<file path="config.mk">
export PLATFORM = sky130hd
export DESIGN_NAME = flash_cmd_engine
export DESIGN_NICKNAME = d
export VERILOG_FILES = /design/src/rtl/flash_cmd_engine.sv
export SDC_FILE = /design/constraint.sdc
export NUM_CORES = 1
export LEC_CHECK = 0
export BUFFER_PORTS_ARGS = -buffer_cell sky130_fd_sc_hd__buf_4
export CAP_MARGIN = 20
export CORE_UTILIZATION = 50
export DETAILED_ROUTE_END_ITERATION = 6
export PLACE_DENSITY = 0.74
export SYNTH_ARGS = -nofsm -noshare
export SYNTH_HDL_FRONTEND = slang
export SYNTH_SLANG_ARGS = --single-unit
export TNS_END_PERCENT = 30
</file>
<file path="constraint.sdc">
create_clock -name clk -period 3.01 [get_ports clk]
set_input_delay 0.1505 -clock clk [delete_from_list [all_inputs] [get_ports clk]]
set_output_delay 0.1505 -clock clk [all_outputs]
set_load 0.01 [all_outputs]
</file>
<file path="src/rtl/flash_cmd_engine.sv">
module flash_cmd_engine #(
  parameter int AW = 32,
  parameter int SW = 3
) (
  input  logic          clk,
  input  logic          rst_n,
  input  logic          reg_wr,
  input  logic [SW-1:0] reg_sel,
  input  logic [AW-1:0] reg_wdata,
  output logic [AW-1:0] reg_rdata,
  output logic          link_req,
  output logic [1:0]    link_kind,
  output logic [7:0]    link_txd,
  output logic [4:0]    link_clks,
  input  logic          link_ack,
  input  logic [7:0]    link_rxd,
  output logic          link_sel
);
  localparam logic [31:0] FIELD_MASK = 32'hFFFB_FF80;
  localparam int DBITS = 2 * AW;

  typedef enum logic [2:0] {S_IDLE, S_OPC, S_ADDR, S_DUMMY, S_WR, S_RD} state_t;

  state_t           state;
  logic [31:0]      ctrl_q;
  logic [AW-1:0]    addr_q, wlo_q, whi_q, rlo_q, rhi_q;
  logic [DBITS-1:0] rbuf, rbuf_in, wbuf;
  logic [2:0]       cnt;
  logic [5:0]       idx;
  logic             busy;

  wire [7:0] f_opc   = ctrl_q[31:24];
  wire       f_rden  = ctrl_q[23];
  wire [2:0] f_rdn   = ctrl_q[22:20];
  wire       f_aden  = ctrl_q[19];
  wire [1:0] f_adn   = ctrl_q[17:16];
  wire       f_wren  = ctrl_q[15];
  wire [2:0] f_wrn   = ctrl_q[14:12];
  wire [4:0] f_dum   = ctrl_q[11:7];

  state_t nx_dummy, nx_addr, nx_opc;
  assign nx_dummy = f_wren ? S_WR : (f_rden ? S_RD : S_IDLE);
  assign nx_addr  = (f_dum != 5'd0) ? S_DUMMY : nx_dummy;
  assign nx_opc   = f_aden ? S_ADDR : nx_addr;

  assign busy      = (state != S_IDLE);
  assign link_sel  = busy;
  assign link_req  = busy;
  assign idx       = {cnt, 3'b000};
  assign wbuf      = {whi_q, wlo_q};
  assign rbuf_in   = rbuf | (DBITS'(link_rxd) << idx);
  assign link_clks = f_dum;

  always_comb begin
    link_kind = 2'd0;
    link_txd  = 8'd0;
    case (state)
      S_OPC:   link_txd  = f_opc;
      S_ADDR:  link_txd  = addr_q[idx +: 8];
      S_DUMMY: link_kind = 2'd2;
      S_WR:    link_txd  = wbuf[idx +: 8];
      S_RD:    link_kind = 2'd1;
      default: ;
    endcase
  end

  always_comb begin
    case (reg_sel)
      3'd0:    reg_rdata = ctrl_q | {30'd0, busy, 1'b0};
      3'd1:    reg_rdata = addr_q;
      3'd2:    reg_rdata = wlo_q;
      3'd3:    reg_rdata = whi_q;
      3'd4:    reg_rdata = rlo_q;
      3'd5:    reg_rdata = rhi_q;
      default: reg_rdata = '0;
    endcase
  end

  always_ff @(posedge clk or negedge rst_n) begin
    if (!rst_n) begin
      state  <= S_IDLE;
      ctrl_q <= '0;
      addr_q <= '0;
      wlo_q  <= '0;
      whi_q  <= '0;
      rlo_q  <= '0;
      rhi_q  <= '0;
      rbuf   <= '0;
      cnt    <= '0;
    end else if (state == S_IDLE) begin
      if (reg_wr) begin
        case (reg_sel)
          3'd0: begin
            ctrl_q <= reg_wdata & FIELD_MASK;
            if (reg_wdata[0]) begin
              state <= S_OPC;
              rbuf  <= '0;
              cnt   <= '0;
            end
          end
          3'd1: addr_q <= reg_wdata;
          3'd2: wlo_q  <= reg_wdata;
          3'd3: whi_q  <= reg_wdata;
          default: ;
        endcase
      end
    end else if (link_ack) begin
      case (state)
        S_OPC: begin
          state <= nx_opc;
          cnt   <= (nx_opc == S_ADDR) ? {1'b0, f_adn} : 3'd0;
        end
        S_ADDR: begin
          if (cnt == 3'd0) state <= nx_addr;
          else cnt <= cnt - 3'd1;
        end
        S_DUMMY: begin
          state <= nx_dummy;
          cnt   <= 3'd0;
        end
        S_WR: begin
          if (cnt == f_wrn) state <= S_IDLE;
          else cnt <= cnt + 3'd1;
        end
        S_RD: begin
          rbuf <= rbuf_in;
          if (cnt == f_rdn) begin
            state <= S_IDLE;
            {rhi_q, rlo_q} <= rbuf_in;
          end else begin
            cnt <= cnt + 3'd1;
          end
        end
        default: state <= S_IDLE;
      endcase
    end
  end
endmodule


</file>
# ---- After elaboration in Yosys (flattened, before gate mapping)
# Cells that the tools add are included.
dict set report word_totals {
  ff_bits 254
  input_bits 47
  wordCells 87
  rom_bits 0
  memories 0
  out_inout_bits 49
  latch_bits 0
  ramBits 0
}
dict set report classes {
  bitwise_logic 3
  order_cmp 0
  mux 32
  shifts 3
  div_mod_pow 0
  addsub 2
  n_reduce_logical 16
  multipliers 0
  eq_ne 22
}
# op n
set ops {}
lappend ops {{64-bit two-way mux} 6}
lappend ops {{32-bit case mux with 6 select lines} 1}
lappend ops {{64-bit bitwise OR} 1}
lappend ops {{64-bit by 7-bit variable part select with 8-bit output} 1}
lappend ops {{8-bit by 6-bit << shifter with 64-bit output} 1}
lappend ops {{3-bit two-way mux} 20}
lappend ops {{32-bit by 2-bit bitwise OR with 32-bit output} 1}
lappend ops {{32-bit by 7-bit variable part select with 8-bit output} 1}
lappend ops {{3-bit case mux with 5 select lines} 2}
lappend ops {{8-bit case mux with 3 select lines} 1}
lappend ops {{3-bit inequality test, second input constant} 6}
lappend ops {{3-bit by 2-bit equality test with 1-bit output, second input constant} 5}
lappend ops {{3-bit equality test, second input constant} 4}
lappend ops {{3-bit AND reduction} 4}
lappend ops {{3-bit zero test} 3}
lappend ops {{8-bit AND reduction} 1}
lappend ops {{7-bit AND reduction} 1}
lappend ops {{3-bit by 1-bit equality test with 1-bit output, second input constant} 2}
lappend ops {{3-bit equality test} 2}
lappend ops {{6-bit nonzero test} 1}
lappend ops {{5-bit AND reduction} 1}
lappend ops {{5-bit nonzero test} 1}
lappend ops {{2-bit inequality test, second input constant} 2}
lappend ops {{2-bit case mux with 2 select lines} 1}
lappend ops {{other kinds (8)} 9}

# ---- Logic depth before layout (Yosys ltp)
dict set report depth {
  word_depth 9
  ltp_mapped 8
  ltp_nobuf 7
}

# ---- Worst setup path before layout
# No wires, ideal clock.
dict set report synth_path {
  path_type {reg-to-reg}
  start {register state[1]}
  end {register cnt[1]}
  period_less_slack_ns 2.046
  n_path_buf 1
  stages_incl_launch_ff 9
  t_required_ns 2.885
  path_slack_ns 0.964
  setup_ns 0.125
  arrival_time_ns 1.922
  path_cell_list {dfrtp_1 clkbuf_2 nor2b_4 inv_1 fa_1 and3_1 a311oi_1 a21oi_1 mux2_2}
}
dict set report synth_between {
  elab_chain_len 4
  word_cells_on_any_way 18
  cone_classes {eq/ne (11); mux (3); reduce/logical (4)}
}
# element line
set synth_rtl {}
lappend synth_rtl {{from (decl)} 24} ;# state_t state;
lappend synth_rtl {{from (signal assigned)} 110} ;# state <= nx_opc;
lappend synth_rtl {{from (signal assigned)} 114} ;# if (cnt == 3'd0) state <= nx_addr;
lappend synth_rtl {{from (signal assigned)} 118} ;# state <= nx_dummy;
lappend synth_rtl {{3-bit equality test (tied with other cells)} 108} ;# case (state)
lappend synth_rtl {{3-bit case mux with 5 select lines} 108}
lappend synth_rtl {{3-bit two-way mux} 107} ;# end else if (link_ack) begin
lappend synth_rtl {{3-bit two-way mux} 90} ;# end else if (state == S_IDLE) begin
lappend synth_rtl {{to (signal assigned)} 111} ;# cnt <= (nx_opc == S_ADDR) ? {1'b0, f_adn} : 3'd0;
lappend synth_rtl {{to (signal assigned)} 115} ;# else cnt <= cnt - 3'd1;
lappend synth_rtl {{to (signal assigned)} 123} ;# else cnt <= cnt + 3'd1;
lappend synth_rtl {{to (decl)} 28} ;# logic [2:0] cnt;
# Several ways; a longest one is shown, not always the timed one. The select of a mux whose other input is x is not followed.
# A chain may end at the register's enable or synchronous reset.

# ---- Worst setup path in the final report
dict set report layout_path {
  start {register state[2]}
  end {output port link_txd[6]}
}
dict set report layout_between {
  elab_chain_len 2
  word_cells_on_any_way 4
  cone_classes {eq/ne (3); mux (1)}
}
# element line
set layout_rtl {}
lappend layout_rtl {{3-bit equality test (tied with other cells)} 57} ;# case (state)
lappend layout_rtl {{8-bit case mux with 3 select lines *} 57}
lappend layout_rtl {{to (decl)} 13} ;# output logic [7:0] link_txd,
# Mark *: on every way between the ends. The rest lies on a longest branch, timed or not.

==> metrics.csv <==
stage,metric,value,unit
power_and_ir_drop,switching_share,0.364,
final_layout,postLayoutCoreUtil,0.609,
place,dp_slack,0.537,ns
synthesis,yosys.area.top_type,dfrtp_1,
floorplanning,start_util,0.510,
synthesis,synthTopCellsByArea,"dfrtp_1 (53%), mux2_2 (12%), a21oi_1 (8.8%)",
clocking,cts_buffer_depth,3,
global_route,grt_pass1_wl,55100,µm
power_and_ir_drop,p_leak,6.47,nW
critical_path,crit_type,flop to primary output,
synthesis,syn_nets,1152,
power_and_ir_drop,ir_worst_vdd,536,µV
global_route,first_global_vias,9365,
synthesis,synth_edf_count,0,
global_route,overflow,0,
final_layout,multi_input_area,5170,µm²
detailed_routing,firstDrtPassIters,5,
final_layout,syn_to_final_growth,19.4,%
detailed_routing,drc_errors,0,
clocking,post_cts_buffers,0,
clocking,cts_made_buffers,27,
critical_path,r2r_cells,5,
synthesis,syn-cell-area,11900,µm²
detailed_routing,ant_nets,0,
detailed_routing,drt_iter0_markers,1211,
timing,slew_headroom,0.384,
critical_path,crit_family,compound AO/OA/AOI/OAI gates,
timing,setup_viol,0,
clocking,htreeDepth,1,
timing,fin_ws,0.200,ns
clocking,clk_pin_slew,0.06,ns
status,status,completed,
power_and_ir_drop,p_comb_frac,0.325,
detailed_routing,via_count,9611,
detailed_routing,vias_per_cell,6.20,
critical_path,worst-r2r-setup-slack,0.61,ns
place,dp_hpwl,24100,µm
timing,finalMaxSlewViolations,0,
timing,min_period,2.81,ns
critical_path,crit_path_max_fanout,18,
final_layout,nets,1259,
power_and_ir_drop,switchingPower,5.19,mW
synthesis,yosysTopAreaCellShare,0.533,
synthesis,synthFlopType,dfrtp_1,
power_and_ir_drop,p_seq_frac,0.441,
critical_path,path_common_cell,buf_4,
place,place_inst,1468,
timing,hold_ws,0.0116,ns
critical_path,rr_endpoint,rbuf[31],
flow_run,cap_violations,0,
global_route,grt_max_degree,129,
floorplanning,die_y,156,µm
timing,max_freq,0.356,GHz
power_and_ir_drop,clockPowerShare,0.233,
synthesis,ys_async_sr_fraction,1.00,
timing,tightestPinTransition,0.924,ns
synthesis,ys_ff_latch,254,
timing,fin_tns_setup,0,ns
clocking,cts_tree,done,
critical_path,end_kind,primary output,
synthesis,ys_types,48,
floorplanning,die_w,156,µm
synthesis,yosysWarnings,0,
critical_path,cp.required,2.86,ns
critical_path,worstSetupEndpoint,link_txd[6],
floorplanning,io_pins,96,
critical_path,critPathArrivalTime,2.66,ns
timing,hold_viol,0,
floorplanning,rows,56,
place,io_buffers,95,
global_route,track_usage,0.299,
timing,finalCritPeriodShare,0.934,
final_layout,n_fill_cell,1910,
critical_path,crit_path_cell_trace,nor3b_4 -> buf_4 -> nand2_1 -> a32o_1 -> o31ai_1 -> buf_4,
final_layout,regArea,6360,µm²
detailed_routing,routedWlPerCell,23.2,µm
critical_path,start_kind,flop,
global_route,antenna_found_initial,0,
floorplanning,core_area,23400,µm²
synthesis,seq_area_frac_synth,0.533,
critical_path,cp_num_buf_inv,2,
synthesis,synth_commonest_cells,"dfrtp_1 (254), a21oi_1 (210), nor2_1 (148)",
critical_path,cp-startpoint,state[2],
critical_path,worstReg2RegStart,state[0],
timing,clock_skew,0.0148,ns
synthesis,syn_area_per_cell,10.8,µm²
place,gp_congestion,0.993,
power_and_ir_drop,p_int,9.08,mW
critical_path,cp_num_cells,6,
detailed_routing,wl,36000,µm
synthesis,postSynthCellCount,1104,
critical_path,critPathMaxStageDelay,0.57,ns
final_layout,stdcell_count,1549,
clocking,root_buffer,clkbuf_16,
critical_path,critPathSlowestCell,dfrtp_2,
worst_hold_path,hp-class,input port to flop,
power_and_ir_drop,powerDensity,1000,nW/µm²
floorplanning,dieArea,24500,µm²
final_layout,num_antenna_cells,0,
timing,rsz0062_at_grt,false,
final_layout,drive_gt1_frac,0.280,
clocking,cts_sinks,254,
synthesis,synth.most_common_cell,dfrtp_1,
clocking,worstSkewPairLatency,0.54,ns
-- power groups by stage --
stage	clock, mW	sequential [mW]	combinational [mW]
final	3.33	6.30	4.64
after global routing	3.49	6.38	5.03
after CTS	3.35	6.20	4.59
after detailed placement	0	6.23	4.50
after global placement	0	6.22	4.39
after floorplan	0	5.49	3.25
-- routing by layer --
| layer | wire length (µm) | up-vias | global-route usage |
|---|---|---|---|
| li1 | - | 4224 | - |
| met2 | 16600 | 510 | 0.471 |
| met1 | 14800 | 4784 | 0.408 |
| met4 | 1680 | 0 | 0.140 |
| met5 | 0 | - | 0 |
| met3 | 2890 | 93 | 0.0438 |
-- flip-flops by register name, indices dropped and copies added, names as in the netlist --
name / cells
ctrl_q: 24
rlo_q: 32
whi_q: 32
wlo_q: 32
cnt: 3
rbuf: 64
rhi_q: 32
state: 3
addr_q: 32
-- how the worst min path moves through the flow --
stage | from | to | slack, ns | cells after the start
2_1_floorplan | rst_n | addr_q[0] | -0.15 | 0
3_3_place_gp | rst_n | wlo_q[9] | 0.30 | 1
3_5_place_dp | rst_n | wlo_q[9] | 0.31 | 1
4_1_cts | link_rxd[7] | rbuf[47] | 0.002 | 3
5_1_grt | link_rxd[2] | rbuf[42] | 0.01 | 3
6_report | link_rxd[2] | rbuf[2] | 0.01 | 3
-- metrics by stage --
| step | power (mW) | instance area (µm²) |
|---|---|---|
| final | 14.3 | 14200 |
| after global routing | 14.9 | 14200 |
| after CTS | 14.1 | 14200 |
| after detailed placement | 10.7 | 13000 |
| after global placement | 10.6 | 13000 |
| after floorplan | 8.74 | 11900 |
-- area by class of cell --
type | instances | area share
clock buffers | 35 | 0.0538
clock inverters | 13 | 0.00878
inverters | 6 | 0.00158
multi-input cells | 752 | 0.363
flip-flops and latches | 254 | 0.446
well taps | 319 | 0.0280
repair buffers | 170 | 0.0986
-- cells in the final DEF, fill, tap and decap left out, types with 11 or more instances in the layout --
| cell type | netlist | layout |
|---|---|---|
| mux2i_1 | 14 | 14 |
| dfrtp_1 | 254 | 252 |
| o21ai_0 | 11 | 11 |
| dlygate4sd3_1 | 0 | 33 |
| nand2_1 | 40 | 40 |
| nor2_1 | 148 | 145 |
| mux2_2 | 123 | 123 |
| a21oi_1 | 210 | 210 |
| clkbuf_16 | 0 | 27 |
| nand3_1 | 27 | 27 |
| a22oi_1 | 77 | 77 |
| mux4_2 | 16 | 16 |
| buf_4 | 8 | 133 |
-- kinds of logic after synthesis --
| family | count (synthesis) | share of synthesized area |
|---|---|---|
| compound gates | 330 | 0.165 |
| xor+xnor | 7 | 0.00514 |
| fa+ha+maj | 1 | 0.00168 |
| buf+inv | 98 | 0.0371 |
| flops | 254 | 0.533 |
| mux | 153 | 0.158 |
| simple gates | 261 | 0.100 |
-- worst reg2reg max path, delay by kind of cell (launching register included) --
family	cells	cell delay [ns]
buf+inv	2	0.61
flops	1	0.49
simple gates	3	1.16
-- timing repair --
item	4_1_cts	5_1_grt
gates resized for setup	1	3
hold buffers	33	0
endpoints found under the hold margin	230	0
endpoints found under the setup margin	4	8
(Power assumes the default switching activity.)
